**src/rtl/mp_irq_router.sv**
```systemverilog
module mp_irq_router #(
  parameter int NCPU  = 16,
  parameter int NLINE = 32
) (
  input  logic                     clk,
  input  logic                     rst_n,
  input  logic                     ev_valid,
  input  logic [$clog2(NLINE)-1:0] ev_line,
  input  logic                     ev_assert,
  input  logic [$clog2(NCPU):0]    ev_cpu,
  input  logic                     wr_en,
  input  logic [1:0]               wr_sel,
  input  logic [$clog2(NCPU)-1:0]  wr_cpu,
  input  logic [31:0]              wr_data,
  input  logic [NCPU-1:0]          ack,
  input  logic [NCPU-1:0]          halt_req,
  output logic [NCPU*4-1:0]        irq_level,
  output logic [NCPU-1:0]          irq_req,
  output logic [NCPU-1:0]          wake,
  output logic [NCPU-1:0]          cpu_halted
);
  localparam int CPU_W = $clog2(NCPU);
  localparam logic [CPU_W:0] SHARED = '1;
  localparam logic [31:0] SOFT_MASK = 32'hFFFE_0000;

  function automatic logic [3:0] line_level(input int n);
    return 4'(n % 16);
  endfunction

  function automatic logic [3:0] local_level(input logic [31:0] w);
    logic [3:0] lv = '0;
    for (int j = 1; j < 16; j++) if (w[j]) lv = 4'(j);
    for (int j = 17; j < 32; j++) if (w[j] && 4'(j - 16) > lv) lv = 4'(j - 16);
    return lv;
  endfunction

  logic [NLINE-1:0] gpend_q, gdis_q;
  logic [CPU_W-1:0] target_q;
  logic [3:0]       glvl;

  always_comb begin
    glvl = '0;
    for (int b = 0; b < NLINE; b++)
      if (gpend_q[b] && !gdis_q[b] && line_level(b) > glvl) glvl = line_level(b);
  end

  always_ff @(posedge clk) begin
    if (!rst_n) begin
      gpend_q  <= '0;
      gdis_q   <= '0;
      target_q <= '0;
    end else begin
      if (ev_valid && ev_cpu == SHARED) gpend_q[ev_line] <= ev_assert;
      if (wr_en && wr_sel == 2'd2) gdis_q <= wr_data[NLINE-1:0];
      if (wr_en && wr_sel == 2'd3) target_q <= wr_data[CPU_W-1:0];
    end
  end

  for (genvar i = 0; i < NCPU; i++) begin : g_cpu
    logic [31:0] lp_q, lp_d;
    logic [3:0]  lvl_q, want, gshare, lloc;
    logic [3:0]  ev_lv;

    assign ev_lv  = line_level(int'(ev_line));
    assign gshare = (target_q == CPU_W'(i)) ? glvl : 4'd0;
    assign lloc   = local_level(lp_q);
    assign want   = (lloc > gshare) ? lloc : gshare;

    always_comb begin
      lp_d = lp_q;
      if (ev_valid && ev_cpu == (CPU_W+1)'(i) && ev_lv != 0) lp_d[ev_lv] = ev_assert;
      if (wr_en && wr_cpu == CPU_W'(i)) begin
        if (wr_sel == 2'd0) lp_d = lp_d | (wr_data & SOFT_MASK);
        if (wr_sel == 2'd1) lp_d = lp_d & ~wr_data;
      end
    end

    always_ff @(posedge clk) begin
      if (!rst_n) begin
        lp_q          <= '0;
        lvl_q         <= '0;
        irq_req[i]    <= 1'b0;
        wake[i]       <= 1'b0;
        cpu_halted[i] <= (i != 0);
      end else begin
        lp_q       <= lp_d;
        irq_req[i] <= 1'b0;
        wake[i]    <= 1'b0;
        if (ack[i]) lvl_q <= '0;
        else if (want != 0 && lvl_q == 0) begin
          lvl_q      <= want;
          irq_req[i] <= 1'b1;
        end
        if (want != 0 && cpu_halted[i]) begin
          cpu_halted[i] <= 1'b0;
          wake[i]       <= 1'b1;
        end else if (halt_req[i]) cpu_halted[i] <= 1'b1;
      end
    end

    assign irq_level[i*4 +: 4] = lvl_q;

    p_offer_from_idle_r8: assert property (@(posedge clk) disable iff (!rst_n)
      irq_req[i] |-> ($past(irq_level[i*4 +: 4]) == 4'd0 && irq_level[i*4 +: 4] != 4'd0));
    p_level_held_r8: assert property (@(posedge clk) disable iff (!rst_n)
      (irq_level[i*4 +: 4] != 4'd0 && !ack[i]) |=> $stable(irq_level[i*4 +: 4]));
    p_ack_drops_r9: assert property (@(posedge clk) disable iff (!rst_n)
      ack[i] |=> irq_level[i*4 +: 4] == 4'd0);
    p_wake_runs_r10: assert property (@(posedge clk) disable iff (!rst_n)
      wake[i] |-> (!cpu_halted[i] && $past(cpu_halted[i])));
    p_halt_follows_r10: assert property (@(posedge clk) disable iff (!rst_n)
      ($rose(cpu_halted[i])) |-> $past(halt_req[i]));
  end
endmodule

```
**config.mk**
```make
export PLATFORM = sky130hd
export DESIGN_NAME = mp_irq_router
export DESIGN_NICKNAME = d
export VERILOG_FILES = /design/src/rtl/mp_irq_router.sv
export SDC_FILE = /design/constraint.sdc
export NUM_CORES = 2
export LEC_CHECK = 0
export BUFFER_PORTS_ARGS = -buffer_cell sky130_fd_sc_hd__buf_2
export CAP_MARGIN = 20
export CORE_ASPECT_RATIO = 1.1
export CORE_UTILIZATION = 55
export CTS_BUF_LIST = sky130_fd_sc_hd__clkbuf_8
export DETAILED_ROUTE_END_ITERATION = 8
export PLACE_DENSITY = 0.76
export SLEW_MARGIN = 20
export SYNTH_ARGS = -nofsm -noshare
export SYNTH_HDL_FRONTEND = slang
export SYNTH_SLANG_ARGS = --single-unit
```
**constraint.sdc**
```tcl
create_clock -name clk -period 4.7 [get_ports clk]
set_input_delay 0.47 -clock clk [delete_from_list [all_inputs] [get_ports clk]]
set_output_delay 0.47 -clock clk [all_outputs]
set_load 0.005 [all_outputs]
```
==> results.txt <==
----------------------------------------------------
[Die]
  Floorplan die width ... 250 µm
  Area of the die ... 68,800 µm²
  Die outline height ... 275 µm
  Starting density of the core ... between 50% and 60%
  Placement row count ... between 90 and 100
  Core Footprint ... 66,600 µm²
  I/O pin count ... 197

[STA]
  Slew Limit Fails ... 0
  Final worst clock skew ... roughly 32 ps
  Setup-failing EPs final ... 0
  Max transition margin ... 16.8%
  Upper clock frequency limit ... 0.220 GHz
  Final worst path period share ... a little under 100%
  Transition time of the tightest slew-check pin ... approximately 1200 ps
  Shortest period the worst path allows ... between 4000 and 5000 ps
  Final Hold Violating Endpoints ... 0
  Fin Hold WS ... between 20 and 25 ps

[Route]
  Remaining DRCs ... 0
  WL met1 ... between 50 and 60 mm
  Met2 wire length ... ~59 mm
  Number of DRC markers in iteration 0 ... approximately 5,600
  Routed met3 length ... ~20 mm
  Top routing layer in use ... met4
  Vias after detailed routing ... 41,500
  Aggregate routed wire length ... about 140 mm
  Post-detailed-route via-to-cell ratio ... 6.81
  Antenna violation net count after detailed routing ... 0
  Drt first pass iters ... 7
  Routed length per instance ... 23.3 µm

[Global routing]
  Global-route wire length before repair ... between 200 and 250 mm
  Number of global-route vias before repair ... between 30,000 and 40,000
  Total track usage ... around two fifths
  Maximum number of pins on one net before global-route repair ... 179
  Antenna violations before repair ... 5
  Grt total ovfl ... 0

[Worst setup path]
  Family of cells with the greatest summed delay on the critical path ... compound AO/OA/AOI/OAI gates
  Critical setup path kind ... flip-flop to flip-flop
  Buffers and inverters on the worst path ... 4
  Slowest cell on the critical path ... a2111o_1
  Sequence of cells on the critical path ... nand2b_1, nor2b_1, o2111ai_2, nand2_1, a311o_1, a2111o_1, nand2_2, nor3_4, buf_4, nor3_4, ha_1, nor2b_1, o21ai_0, nand2b_1, a21oi_2, a41oi_1, buf_4, nand2_2, a211oi_2, buf_4, o21ai_1, a311oi_2, buf_4, a211o_1
  Maximum fanout along the worst path ... 3
  Dominant cell type by count on the critical path ... buf_4
  Arrival @ worst endpoint ... around 5200 ps
  Slowest Stage Delay on Critical Path ... 590 ps
  Capturing element type of the critical path ... flip-flop
  Startpoint type of the worst setup path ... flip-flop
  Worst path required time ... 5330 ps
  Setup slack, reg-to-reg ... 160 ps

[Logic synthesis]
  Adder-Cell Fraction of Synth Area ... under 10%
  Number of synthesized flops with an enable pin ... 0
  Gate count of the mapped netlist ... 5,028
  Async S/R FF share, synth ... 0%
  Post-synth cell types ... about 110
  Compound-Gate Fraction of Synth Area ... about a third
  Combinational family with the most area after synthesis ... compound AO/OA/AOI/OAI gates
  Post-synthesis average cell area ... roughly 7.4 µm²
  Mapped Area ... roughly 37,000 µm²
  Count of warnings emitted by yosys ... 0
  Sequential element share of the synthesized area ... between 30% and 40%
  Flip-flop and latch count after synthesis ... ~660
  Synth Area in Simple Gates ... around a quarter
  Syn Nets ... roughly 5,200
  Multiplexer share of the synthesized area ... 0.272%
  Xor-xnor portion of the synthesized cell area ... 0%
  Synth Flop Type ... dfxtp_1

[Power]
  Leakage ... 14.9 nW
  P per Cell Area ... 303 nW/µm²
  Total power ... around 13 mW
  Worst-case vdd ir drop ... roughly 0.00022 V

[Finish]
  Area used by sequential logic in the layout ... approximately 13,000 µm²
  Area growth, synth to finish ... 13.7%
  FILL cells ... a little under 6,000
  Layout cell share with drive strength beyond 1 ... around an eighth
  Area of all placed cells without fillers ... 42,400 µm²
  Combined area of the multi-input logic cells ... ~23,000 µm²
  Number of cells in the finished layout apart from fillers ... about 6,000
  NumNets Final ... between 5,000 and 6,000

[Clock tree]
  Maximum clock path buffer count ... 3
  Max H-tree Level ... 3
  Clock sink count ... between 600 and 700
  Clock-pin slew on the worst setup and hold paths ... about 70 ps
  TritonCTS clock tree ... yes
  Number of buffers created by CTS ... 109
  Clk_lat worst skew ... 740 ps
  CTS Root Cell ... clkbuf_8

[Status]
  Run status ... complete, no violations

[Run]
  Total of max-cap violations ... 0

[Placed design]
  Final HPWL DP ... 91.0 mm
  Port Buffer Count ... a little under 200
  Placed cells ... between 5,000 and 6,000
  DP Area ... 39,400 µm²
  Final RePlAce weighted congestion ... ~1.0

[Worst hold path]
  Hold Crit Class ... input pin to flip-flop

----------------------------------------------------
## flip-flops by register name, indices dropped and copies added, names as in the netlist
name	cells
gdis_q	30
cpu_halted	16
g_cpu.lvl_q	64
g_cpu.lp_q	480
gpend_q	30
irq_req	16
target_q	4
wake	16
## per-stage QoR
step	worst slack [ps]	TNS [ps]	util (%)
5_1_grt	-8.11	-8.11	63.5
2_1_floorplan	275	0	-
3_5_place_dp	37.9	0	59.1
3_3_place_gp	194	0	59.1
6_report	155	0	63.6
4_1_cts	26.3	0	63.1
## layout make-up
type                            count  share of cell area (%)
Inverter                          133                    1.20
Sequential cell                   656                    31.0
Tap cell                          858                    2.53
Antenna cell                        5                  0.0295
Clock inverter                     55                   0.919
Multi-Input combinational cell   3840                    53.3
Timing Repair Buffer              413                    6.52
Clock buffer                      140                    4.55
## layout by cell type, fill, tap and decap left out, types with 74 or more instances in the layout
cell type	netlist	routed
nand3_1	154	153
buf_4	0	177
a311oi_1	254	250
nor2_1	419	397
a31oi_1	168	165
clkbuf_8	1	141
dfxtp_1	656	656
a21oi_1	605	600
nor4_1	113	110
nand2_1	480	479
nor3_1	379	363
nor2b_1	89	74
inv_1	132	167
o21ai_0	394	393
nand2b_1	94	92
buf_2	6	192
## logic make-up after synthesis
| family | count (synthesis) |
|---|---|
| simple gates | 1926 |
| compound gates | 1840 |
| flops | 656 |
| buf+inv | 532 |
| fa+ha+maj | 64 |
| mux | 10 |
## synthesized netlist by cell type, types with 10 or more instances
library cell  number  area share (%)
dfxtp_1          656              35
a21oi_1          605             8.1
nand2_1          480             4.8
nor2_1           419             4.2
o21ai_0          394             5.3
clkbuf_1         383             3.9
nor3_1           379             5.1
a311oi_1         254             6.0
a31oi_1          168             2.8
nand3_1          154             2.1
inv_1            132             1.3
nor4_1           113             1.9
nand2b_1          94             1.6
nor2b_1           89             1.5
ha_1              64             2.1
a211oi_1          41            0.83
o211ai_1          40            0.81
o31ai_1           33            0.66
a21o_1            29            0.58
and2_1            26            0.44
and3_1            24            0.40
nand4_1           23            0.39
o21a_1            23            0.46
or4_1             22            0.44
o21bai_1          18            0.36
a2111oi_0         15            0.35
o2111ai_1         15            0.35
or2_2             15            0.25
a221oi_1          14            0.33
o21ai_1           14            0.19
o311ai_0          14            0.33
or3_1             14            0.23
a41o_1            12            0.32
nand3b_1          12            0.24
a211o_1           11            0.26
o31a_1            10            0.23
## final timing paths
kind | from | end | cells past startpoint
worst max-delay path | gdis_q[3] | cpu_halted[12] | 24
worst max register to register | gdis_q[3] | cpu_halted[12] | 24
worst min-delay path | halt_req[7] | cpu_halted[7] | 3
worst min register to register | gdis_q[8] | gdis_q[8] | 2
## worst reg2reg max path: cells and delay by family, from the launching register on
family,cells,cell delay [ps]
compound gates,10,2160
simple gates,9,1100
buf+inv,4,720
flops,1,300
fa+ha+maj,1,170
## power by group
| group | internal (mW) | leakage [nW] | total (mW) | switching [mW] |
|---|---|---|---|---|
| clock | 2.98 | 1.32 | 5.43 | 2.45 |
| sequential | 5.66 | 5.29 | 5.74 | 0.0817 |
| combinational | 0.551 | 8.33 | 1.68 | 1.13 |
## routing by layer
metal	vias to the layer above	track usage [%]
li1	19200	-
met4	0	21.8
met2	2698	56.9
met3	513	12.0
met5	-	0
met1	19200	51.8
## what timing repair did
action | CTS | global route
buffers inserted | 0 | 5
endpoints found under the setup margin | 0 | 32
gates resized for setup | 0 | 43
hold buffers | 38 | 0
hold endpoints to repair | 38 | 0
Note: power is estimated with default switching activity, not from simulation.
